$ cat config.mk
export PLATFORM = sky130hd
export DESIGN_NAME = msync_fabric
export DESIGN_NICKNAME = d
export VERILOG_FILES = /design/src/rtl/msync_pkg.sv /design/src/rtl/msync_sync.sv /design/src/rtl/msync_merge.sv /design/src/rtl/msync_fanout.sv /design/src/rtl/msync_fabric.sv
export SDC_FILE = /design/constraint.sdc
export NUM_CORES = 1
export LEC_CHECK = 0
export ABC_AREA = 1
export BUFFER_PORTS_ARGS = -buffer_cell sky130_fd_sc_hd__buf_2
export CORE_AREA = 4 4 41 43
export CTS_BUF_LIST = sky130_fd_sc_hd__clkbuf_8
export DETAILED_ROUTE_END_ITERATION = 8
export DIE_AREA = 0 0 45 47
export PLACE_DENSITY = 0.54
export SETUP_SLACK_MARGIN = 0.2
export SLEW_MARGIN = 20
export SYNTH_ARGS = -nofsm -noshare
export SYNTH_HDL_FRONTEND = slang
export SYNTH_SLANG_ARGS = --single-unit
$ cat constraint.sdc
create_clock -name clk -period 1.6 [get_ports clk]
set_input_delay 0.32 -clock clk [delete_from_list [all_inputs] [get_ports clk]]
set_output_delay 0.32 -clock clk [all_outputs]
set_load 0.05 [all_outputs]
$ cat src/rtl/msync_pkg.sv
package msync_pkg;
   localparam int unsigned MSYNC_MAX_LINKS = 8;
   localparam int unsigned MSYNC_MIN_STAGES = 2;
   localparam logic        MSYNC_IDLE = 1'b1;   // deasserted level of an active-low SYNC
endpackage

$ cat src/rtl/msync_sync.sv
module msync_sync #(
   parameter int unsigned WIDTH  = 4,
   parameter int unsigned STAGES = 2
) (
   input  logic             clk,
   input  logic             rst_n,
   input  logic [WIDTH-1:0] async_in,
   output logic [WIDTH-1:0] sync_out
);
   import msync_pkg::*;

   for (genvar b = 0; b < WIDTH; b++) begin : g_bit
      logic [STAGES-1:0] chain;
      always_ff @(posedge clk) begin
         if (!rst_n) chain <= {STAGES{MSYNC_IDLE}};
         else        chain <= {chain[STAGES-2:0], async_in[b]};
      end
      assign sync_out[b] = chain[STAGES-1];
   end
endmodule

$ cat src/rtl/msync_merge.sv
module msync_merge #(
   parameter int unsigned LINKS = 4
) (
   input  logic             clk,
   input  logic             rst_n,
   input  logic [LINKS-1:0] off_mask,
   input  logic [LINKS-1:0] sync_n,
   output logic             merged_n
);
   import msync_pkg::*;

   logic [LINKS-1:0] active;   // 1 where an enabled link requests SYNC
   logic             any_req;

   always_comb begin
      active  = ~sync_n & ~off_mask;
      any_req = |active;
   end

   always_ff @(posedge clk) begin
      if (!rst_n) merged_n <= MSYNC_IDLE;
      else        merged_n <= ~any_req;
   end
endmodule

$ cat src/rtl/msync_fanout.sv
module msync_fanout #(
   parameter int unsigned LINKS   = 4,
   parameter bit          OUT_REG = 1'b1
) (
   input  logic             clk,
   input  logic             rst_n,
   input  logic [LINKS-1:0] off_mask,
   input  logic             req_n,
   output logic [LINKS-1:0] out_n
);
   import msync_pkg::*;

   logic [LINKS-1:0] next_n;

   for (genvar l = 0; l < LINKS; l++) begin : g_link
      assign next_n[l] = off_mask[l] ? MSYNC_IDLE : req_n;
   end

   if (OUT_REG) begin : g_reg
      always_ff @(posedge clk) begin
         if (!rst_n) out_n <= {LINKS{MSYNC_IDLE}};
         else        out_n <= next_n;
      end
   end else begin : g_comb
      assign out_n = next_n;
   end
endmodule

$ cat src/rtl/msync_fabric.sv
module msync_fabric #(
   parameter int unsigned NUM_LINKS   = 4,
   parameter int unsigned SYNC_STAGES = 2,
   parameter bit          RX_OUT_REG  = 1'b1
) (
   input  logic                 clk,
   input  logic                 rst_n,
   input  logic [NUM_LINKS-1:0] link_off_mask,
   input  logic [NUM_LINKS-1:0] tx_sync_in_n,
   output logic                 tx_sync_merged_n,
   input  logic                 rx_sync_req_n,
   output logic [NUM_LINKS-1:0] rx_sync_out_n
);
   import msync_pkg::*;

   // configuration limits
   if (NUM_LINKS < 1 || NUM_LINKS > MSYNC_MAX_LINKS) begin : g_bad_links
      $error("msync_fabric: NUM_LINKS out of range");
   end
   if (SYNC_STAGES < MSYNC_MIN_STAGES) begin : g_bad_stages
      $error("msync_fabric: SYNC_STAGES too small");
   end

   logic [NUM_LINKS-1:0] tx_sync_s_n;

   msync_sync #(.WIDTH(NUM_LINKS), .STAGES(SYNC_STAGES)) u_sync (
      .clk      (clk),
      .rst_n    (rst_n),
      .async_in (tx_sync_in_n),
      .sync_out (tx_sync_s_n)
   );

   msync_merge #(.LINKS(NUM_LINKS)) u_merge (
      .clk      (clk),
      .rst_n    (rst_n),
      .off_mask (link_off_mask),
      .sync_n   (tx_sync_s_n),
      .merged_n (tx_sync_merged_n)
   );

   msync_fanout #(.LINKS(NUM_LINKS), .OUT_REG(RX_OUT_REG)) u_fanout (
      .clk      (clk),
      .rst_n    (rst_n),
      .off_mask (link_off_mask),
      .req_n    (rx_sync_req_n),
      .out_n    (rx_sync_out_n)
   );
endmodule

# Yosys cells after proc, flatten, opt, wreduce, memory -nomap -nowiden
# Index checks and enable logic that the tools add are counted.
dict set report classes {
  n_div 0
  shifts 0
  n_addsub 0
  n_reduce_logical 5
  magnitude_cmp 0
  mux 0
  eq_ne 0
  bitwise 5
  mul 0
}
# operator n
set op_table {}
lappend op_table {{NOT 4 bit} 2}
lappend op_table {{OR reduction 2 bit} 4}
lappend op_table {{bitwise AND 4 bit} 1}
lappend op_table {{OR reduction 4 bit} 1}
lappend op_table {{NOT 1 bit} 2}
dict set report word_totals {
  memories 0
  mem_bits_rw 0
  reg_bits 13
  latch_bits 0
  romBits 0
  output_inout_bits 5
}

# Depth between registers and ports, before layout
# Gate-level depths: netlist of run 1.
dict set report depth {
  ltp_word 4
  depth_mapped 4
  ltp_nobuf 4
}

# Cells and area by module
# A second synthesis of run 1 with hierarchy kept.
dict set report hier_totals {
  hier_cells 51
  hier_area_um2 424.2
}
# mod area_each_um2 seq_area_each_um2 cells_each n_inst
set by_module_without_submodules {}
lappend by_module_without_submodules {msync_sync 255.2 160.2 29 1}
lappend by_module_without_submodules {msync_fanout 118.9 80.1 13 1}
lappend by_module_without_submodules {msync_merge 50.0 20.0 9 1}

# Least setup slack after synthesis of run 1
# OpenSTA, ideal clock, no wires.
dict set report synth_timing {
  path_type {flip-flop to output port}
  start {register u_fanout.out_n[0]}
  end {output port rx_sync_out_n[0]}
  slack_ns 0.693
  path_stages_with_launch 1
  arrival_ns 0.587
  path_cell_list {dfxtp_1}
}
# item line
set synth_rtl {}
lappend synth_rtl {{start, declared} msync_fanout.sv:9} ;# output logic [LINKS-1:0] out_n
lappend synth_rtl {{start signal, assigned} msync_fanout.sv:21} ;# if (!rst_n) out_n <= {LINKS{MSYNC_IDLE}};
lappend synth_rtl {{start signal, assigned} msync_fanout.sv:22} ;# else out_n <= next_n;
lappend synth_rtl {{end, declared} msync_fabric.sv:12} ;# output logic [NUM_LINKS-1:0] rx_sync_out_n
# No word-level cell between the ends.

# Worst setup path after layout of run 1
dict set report layout_timing {
  start {register u_fanout.out_n[2]}
  end {output port rx_sync_out_n[2]}
}
# No word-level cell between the ends.

==> results.yml, run 1 <==
status:
  status: "complete, no violations"
power_and_ir_drop:
  irDropWorstVdd_uv: 722
  pwr_density_cell_nw_per_um2: 1270
  p_leak_nw: 0.294
timing:
  holdWs_ns: 0.249
  fin_crit_ns: 1.11
  fin_skew_ns: 0.00206
  slew_headroom: 0.825
  fin_tns_setup_ns: 0
  finalSetupViolations: 0
  max_freq_mhz: 902
  rsz0062_at_grt: "false"
  finalHoldViolCount: 0
  setup_ws_ns: 0.492
  finalCritPeriodShare: 0.693
  slew_viol_final: 0
  worst_pin_slew_ns: 0.262
synthesis:
  synth_xor_area_frac: 0
  ys_seq_elements: 13
  yosysSeqAreaShare: 0.638
  synth_adder_area_share: 0
  ys.flop_type: "dfxtp_1"
  synth_common_cells: "dfxtp_1 (13), nand2_1 (10), inv_1 (9), nor2_1 (6), nand3b_1 (3)"
  synth_edf_count: 0
  synth.most_common_cell: "dfxtp_1"
  synth.area.top_cells: "dfxtp_1 (64%), nand2_1 (9.2%), inv_1 (8.3%)"
  syn-num-nets: 54
  yosys.area_share.simple: 0.252
  synth-compound-area-share: 0
  async_flop_share: 0
  syn_area_per_cell_um2: 9.49
  synth_mux_area_frac: 0
  synth_top_cell_area_share: 0.638
  synth_cell_type_count: 7
  synth_top_family_by_area: "simple AND/OR/NAND/NOR gates"
  yosys_warnings: 0
  yosysTopAreaCell: "dfxtp_1"
  syn_area_um2: 408
  syn_inst: 43
critical_path:
  critPathBufInv: 1
  critical_path.top_delay_family: "flip-flops"
  worstSetupPathType: "flip-flop to output pin"
  required_ns: 1.28
  crit_path_top_delay_cell: "dfxtp_1"
  start_kind: "flip-flop"
  crit_path_max_incr_delay_ns: 0.30
  crit_chain: "buf_2"
  critPathCaptureType: "output pin"
  crit_path_max_fanout: 1
  cp.arrival_ns: 0.79
routing:
  vias: 290
  avgRoutedWirePerCell_um: 8.00
  drc: 0
  postRouteAntennaNets: 0
  first_pass_iters: 1
  initialDrtViolationCount: 0
  viasPerCell: 3.82
  wirelength_um: 608
clock_tree:
  insertion_delay_ns: 0.24
  cts_buffers: 3
  cts_tree: "built"
  path_clk_slew_ns: 0.05
  ctsResizeCount: 0
  cts_buffer_depth: 2
  h-tree-depth: 1
  ctsRootBufferMaster: "clkbuf_8"
  cts_setup_buffers: 0
  cts_sinks: 13
  postCtsHoldBufs: 0
die:
  coreArea_um2: 1300
  die_h_um: 47
  ios: 16
  rows: 13
  dieWidth_um: 45
  dieArea_um2: 2120
  initial_utilization: 0.313
finish:
  nNetsFinal: 73
  stdcell_count: 76
  num-fill-cells: 136
  num_antenna_cells: 0
  post_route_cells_drive_above_1_share: 0.328
  fin_util: 0.413
  syn_to_final_growth_pct: 31.6
global_routing:
  grt_first_pass_wirelength_um: 876
  grt_pass1_vias: 228
  grtUsageMet2: 0.0904
  met3_usage: 0.0575
  grt_max_degree: 14
  grt_antenna_before_repair: 0
  grt-ovfl-total: 0
  gr-usage-met1: 0.0625
  track_usage: 0.0636
  top_usage_layer: "met2"
place:
  place.gp.congestion: 0.658
  dp_cells: 72
  port-buffer-count: 15
  hpwl_um: 435
  preCtsSetupSlack_ns: 0.741
worst_hold_path:
  min_path_type: "primary input to flip-flop"
job:
  drv_cap: 0
==> final timing paths <==
path                                 start                  endpoint  slack (ns)  cells after the start
setup / recovery         u_fanout.out_n[2]          rx_sync_out_n[2]        0.49                      1
hold / removal             tx_sync_in_n[0]  u_sync.g_bit[0].chain[0]        0.25                      3
setup reg to reg  u_sync.g_bit[3].chain[1]          u_merge.merged_n        0.96                      4
hold reg to reg   u_sync.g_bit[1].chain[0]  u_sync.g_bit[1].chain[1]        0.40                      2
==> cell usage in the layout (no fill, tap or decap) <==
cell	n
clkbuf_8	3
buf_2	15
nand3b_1	3
nor2_1	6
nand2_1	10
nand3b_4	1
clkinv_2	1
dfxtp_1	13
inv_1	9
==> cell families after synthesis <==
| family | count (synthesis) |
|---|---|
| flops | 13 |
| simple gates | 20 |
| buf+inv | 10 |
==> metrics by stage <==
| stage | area, um^2 | power [mW] |
|---|---|---|
| final | 537 | 0.682 |
| after global routing | 537 | 0.717 |
| after CTS | 537 | 0.695 |
| after detailed placement | 490 | 0.409 |
| after global placement | 490 | 0.408 |
| after floorplan | 408 | 0.390 |
==> routing by layer <==
layer	share of wire	wire, um	up-vias
li1	-	-	158
met5	0	0	-
met4	0	0	0
met1	0.43	261	116
met3	0.17	105	0
met2	0.40	241	16
==> report_power, final <==
part	switching, mW	total [mW]	leakage [nW]	internal, mW
sequential	0.00300	0.342	0.108	0.339
combinational	0.0385	0.0597	0.161	0.0212
clock	0.109	0.280	0.0255	0.171
==> area by class of cell <==
class / instances / area [um^2] / share of cell area
Sequential cell: 13 / 260 / 0.485
Multi-Input combinational cell: 20 / 103 / 0.191
Timing Repair Buffer: 15 / 75.1 / 0.140
Clock buffer: 3 / 41.3 / 0.0769
Inverter: 9 / 33.8 / 0.0629
Tap cell: 15 / 18.8 / 0.0350
Clock inverter: 1 / 5.00 / 0.00932
==> flip-flops by register name, indices dropped and copies added (netlist names) <==
signal and count:
u_merge.merged_n 1, u_fanout.out_n 4, u_sync.g_bit.chain 8
No activity file was read; power rests on OpenSTA's default activity.
==> run 2: changes to the inputs <==
- clock period: 1.6 -> 1.15 ns (I/O delays scaled with it)
==> run 2 against run 1 <==
  * Routed wire length is 1.2% higher
  * Hold slack got worse by 0.090 ns
  * Critical path depth stayed put
  * Clock-buffer cell count unchanged
  * Clock skew shrank 0.00054 ns
  * Clock power rose by 40%
  * Worst setup slack worse by 0.28 ns
  * Register-to-register slack got worse by 0.45 ns
  * Sequential cell count is the same
  * Design area up 7.0%
  * Critical endpoint unchanged
==> results.yml, run 2 (synthesized netlist as in run 1, its figures left out) <==
routing:
  vias: 287
  drc: 0
  postRouteAntennaNets: 0
  avgRoutedWirePerCell_um: 8.09
  viasPerCell: 3.78
  initialDrtViolationCount: 0
  first_pass_iters: 1
  wirelength_um: 615
finish:
  fin_util: 0.441
  syn_to_final_growth_pct: 40.8
  nNetsFinal: 73
  num-fill-cells: 132
  post_route_cells_drive_above_1_share: 0.410
  stdcell_count: 76
  final_cell_mix: "nand2_1 (10), buf_2 (10), inv_1 (9)"
  largest_reg_flops: 8
  top_register: "u_sync.g_bit.chain"
  reg_top3: "u_sync.g_bit.chain: 8 flops, u_fanout.out_n: 4 flops, u_merge.merged_n: 1 flops"
  design_area_um2: 574
  num_antenna_cells: 0
place:
  place.gp.congestion: 0.658
  port-buffer-count: 15
  dpl_cell_area_um2: 490
  hpwl_um: 435
  dp_cells: 72
global_routing:
  grt_max_degree: 14
  grt_antenna_before_repair: 0
  grt_first_pass_wirelength_um: 897
  grt-ovfl-total: 0
  grt_pass1_vias: 236
  track_usage: 0.0652
timing:
  finalHoldViolCount: 0
  slew_headroom: 0.823
  slew_viol_final: 0
  fin_skew_ns: 0.00151
  fin_tns_setup_ns: 0
  max_freq_mhz: 1070
  finalCritPeriodShare: 0.812
  worst_pin_slew_ns: 0.266
  fin_crit_ns: 0.933
  rsz0062_at_grt: "true"
  finalSetupViolations: 0
die:
  coreArea_um2: 1300
  initial_utilization: 0.313
  dieArea_um2: 2120
  ios: 16
  die_h_um: 47
  dieWidth_um: 45
  rows: 13
critical_path:
  crit_path_top_delay_cell: "dfxtp_2"
  critical_path.top_delay_family: "flip-flops"
  crit_path_max_incr_delay_ns: 0.32
  crit_path_max_fanout: 1
  worstSetupPathType: "flip-flop to output pin"
  required_ns: 0.92
  cp.arrival_ns: 0.70
  critPathCaptureType: "output pin"
  critPathBufInv: 1
  crit_chain: "buf_6"
  start_kind: "flip-flop"
  r2r_end: "u_merge.merged_n"
  reg2reg_depth: 4
  reg2reg_from: "u_sync.g_bit[3].chain[1]"
  rrSetupSlack_ns: 0.51
job:
  drv_cap: 0
clock_tree:
  ctsRootBufferMaster: "clkbuf_8"
  cts_buffer_depth: 2
  cts_tree: "built"
  cts_buffers: 3
  cts_sinks: 13
  path_clk_slew_ns: 0.05
  insertion_delay_ns: 0.24
  h-tree-depth: 1
worst_hold_path:
  min_delay_worst_endpoint: "u_sync.g_bit[0].chain[0]"
  min_path_type: "primary input to flip-flop"
  min_path_cells: 3
  worstHoldStart: "tx_sync_in_n[0]"
power_and_ir_drop:
  irDropWorstVdd_uv: 1020
  total_power_mw: 0.962
  p_leak_nw: 0.308
  pwr_density_cell_nw_per_um2: 1680
status:
  status: "complete, no violations"
-- run 2: cell count changes in the layout (fill, tap and decap cells not counted) --
cell,delta
buf_2,-5
buf_6,+5
dfxtp_1,-5
dfxtp_2,+5
-- run 2: worst max-delay path by stage --
| stage | startpoint | end | cells after the start |
|---|---|---|---|
| finish | u_fanout.out_n[2] | rx_sync_out_n[2] | 1 |
| global route | u_fanout.out_n[0] | rx_sync_out_n[0] | 1 |
| CTS | u_fanout.out_n[0] | rx_sync_out_n[0] | 1 |
| detailed placement | u_fanout.out_n[2] | rx_sync_out_n[2] | 1 |
| global placement | u_merge.merged_n | tx_sync_merged_n | 1 |
| floorplan | u_fanout.out_n[0] | rx_sync_out_n[0] | 0 |
-- run 2: metrics by stage --
step	hold slack, ns	worst slack (ns)
global placement	0.384	0.390
floorplan	0.315	0.333
finish	0.159	0.217
CTS	0.154	0.194
detailed placement	0.389	0.381
global route	0.171	0.200
-- run 2: timing repair --
action                                  4_1_cts  5_1_grt
endpoints found under the setup margin        5        3
hold buffers                                  0        0
resized for setup                            12        3
pin swaps                                     0        0
setup buffers                                 0        0
-- run 2: power by group --
part           internal (mW)  switching, mW
combinational         0.0386         0.0537
clock                  0.239          0.152
sequential             0.473        0.00595
-- run 2: routing by layer --
metal | GRT usage | vias to the layer above | share of wire
met5 | 0 | - | 0
met4 | 0.0351 | 0 | 0
met3 | 0.0575 | 0 | 0.15
met2 | 0.0904 | 16 | 0.41
met1 | 0.0671 | 113 | 0.44
li1 | - | 158 | -
-- run 2: area by class of cell --
class / instances / area (um^2) / share of cell area
clock buffers: 3 / 41.3 / 0.0719
inverters: 9 / 33.8 / 0.0588
multi-input cells: 20 / 103 / 0.179
repair buffers: 15 / 106 / 0.185
well taps: 15 / 18.8 / 0.0327
clock inverters: 1 / 5.00 / 0.00871
flip-flops and latches: 13 / 267 / 0.464
==> run 3: changes to the inputs <==
- PLACE_DENSITY: 0.54 -> 0.56
- clock period: 1.15 -> 0.8 ns (I/O delays scaled with it)
==> run 3 against run 2 <==
  * Routed wire length decreased by 4.1%
  * First-iteration DRC count stayed put
  * Sequential cell count unchanged
  * Clock-buffer cell count unchanged
  * Power is 41% higher
  * Register-to-register slack worse by 0.34 ns
  * Hold slack worse by 0.068 ns
  * Via count grew 2.4%
  * Sequential power increased by 42%
  * The flow now finishes with violations (setup timing)
==> results.yml, run 3 (synthesized netlist as in run 1, its figures left out) <==
status:
  status: "finished, violations left"
  violations: "setup timing"
timing:
  max_freq_mhz: 1150
  slew_viol_final: 0
  fin_crit_ns: 0.872
  finalSetupViolations: 5
  finalHoldViolCount: 0
  fin_skew_ns: 0.00334
  rsz0062_at_grt: "true"
  setup_ws_ns: -0.0721
  worst_pin_slew_ns: 0.251
  slew_headroom: 0.833
  finalCritPeriodShare: 1.09
worst_hold_path:
  min_path_cells: 3
  worstHoldStart: "tx_sync_in_n[0]"
  min_path_type: "primary input to flip-flop"
power_and_ir_drop:
  pwr_density_cell_nw_per_um2: 2250
  p_leak_nw: 0.320
  irDropWorstVdd_uv: 961
finish:
  nNetsFinal: 73
  post_route_cells_drive_above_1_share: 0.393
  largest_reg_flops: 8
  num-fill-cells: 140
  syn_to_final_growth_pct: 48.2
  final_cell_mix: "inv_1 (10), nand2_1 (10), buf_2 (10)"
  top_register: "u_sync.g_bit.chain"
  stdcell_count: 76
  num_antenna_cells: 0
  reg_top3: "u_sync.g_bit.chain: 8 flops, u_fanout.out_n: 4 flops, u_merge.merged_n: 1 flops"
  fin_util: 0.464
die:
  dieWidth_um: 45
  initial_utilization: 0.313
  rows: 13
  dieArea_um2: 2120
  coreArea_um2: 1300
  ios: 16
  die_h_um: 47
clock_tree:
  ctsRootBufferMaster: "clkbuf_8"
  insertion_delay_ns: 0.23
  h-tree-depth: 1
  cts_buffers: 3
  cts_tree: "built"
  cts_sinks: 13
  cts_buffer_depth: 2
  ctsResizeCount: 15
  cts_setup_buffers: 0
  path_clk_slew_ns: 0.05
  postCtsHoldBufs: 0
critical_path:
  critPathCaptureType: "output pin"
  worstSetupPathType: "flip-flop to output pin"
  required_ns: 0.64
  crit_path_max_incr_delay_ns: 0.34
  r2r_end: "u_merge.merged_n"
  reg2reg_from: "u_sync.g_bit[3].chain[1]"
  reg2reg_depth: 4
  critical_path.top_delay_family: "flip-flops"
  start_kind: "flip-flop"
  crit_path_max_fanout: 1
  critPathBufInv: 1
  endpoint: "rx_sync_out_n[3]"
  rrSetupSlack_ns: 0.17
  crit_chain: "buf_8"
  crit_path_top_delay_cell: "dfxtp_4"
  crit_path_start: "u_fanout.out_n[3]"
  crit_cells: 1
  cp.arrival_ns: 0.71
routing:
  first_pass_iters: 1
  highest_layer: "met3"
  drc: 0
  viasPerCell: 3.87
  initialDrtViolationCount: 0
  wl_met3_um: 71
  drt-met1-wl_um: 218
  wirelength_um: 590
  postRouteAntennaNets: 0
  vias: 294
  routed-wl-met2_um: 300
  avgRoutedWirePerCell_um: 7.76
global_routing:
  grt_pass1_vias: 241
  track_usage: 0.0619
  grt_first_pass_wirelength_um: 883
  grt_max_degree: 14
  grt-ovfl-total: 0
  grt_antenna_before_repair: 0
place:
  dp_cells: 72
  preCtsSetupSlack_ns: 0.0849
  place.gp.congestion: 0.631
  hpwl_um: 416
  port-buffer-count: 15
job:
  drv_cap: 0
run 3: cell count changes in the layout (fill, tap and decap cells not counted):
cell      change
clkinv_2      -1
buf_6         -5
inv_1         +1
dfxtp_2       -5
buf_8         +5
dfxtp_4       +5
run 3: layer usage:
metal,up-vias,GRT usage
met2,13,0.105
met4,0,0.0526
met1,123,0.0530
li1,158,-
met3,0,0.0345
met5,-,0
run 3: where the power goes:
part           leakage [nW]  switching [mW]  internal, mW  total (mW)
registers             0.108          0.0105         0.669       0.680
clock network        0.0269           0.205         0.337       0.542
logic                 0.186          0.0760        0.0636       0.140
total                 0.320           0.291          1.07        1.36
run 3: through the flow:
| stage | total power [mW] | cell area [um^2] | hold slack, ns | TNS, ns |
|---|---|---|---|---|
| 6_report | 1.36 | 604 | 0.0908 | -0.353 |
| 5_1_grt | 1.43 | 604 | 0.0994 | -0.450 |
| 4_1_cts | 1.39 | 604 | 0.0871 | -0.392 |
| 3_5_place_dp | 0.808 | 509 | 0.333 | 0 |
| 3_3_place_gp | 0.806 | 509 | 0.329 | 0 |
| 2_1_floorplan | 0.772 | 427 | 0.245 | 0 |
run 3: final cells by class:
cell class                      count  area (um^2)  share of cell area
Sequential cell                    13          279               0.462
Timing Repair Buffer               15          125               0.207
Multi-Input combinational cell     20          103               0.170
Clock buffer                        3         41.3              0.0683
Inverter                            9         33.8              0.0559
Tap cell                           15         18.8              0.0311
Clock inverter                      1         3.75             0.00621
run 3: how the worst min path moves through the flow:
stage                                     endpoint
after floorplan           u_sync.g_bit[0].chain[0]
after global placement    u_sync.g_bit[2].chain[0]
after detailed placement  u_sync.g_bit[1].chain[0]
after CTS                 u_sync.g_bit[0].chain[0]
after global routing      u_sync.g_bit[1].chain[0]
final                     u_sync.g_bit[0].chain[0]
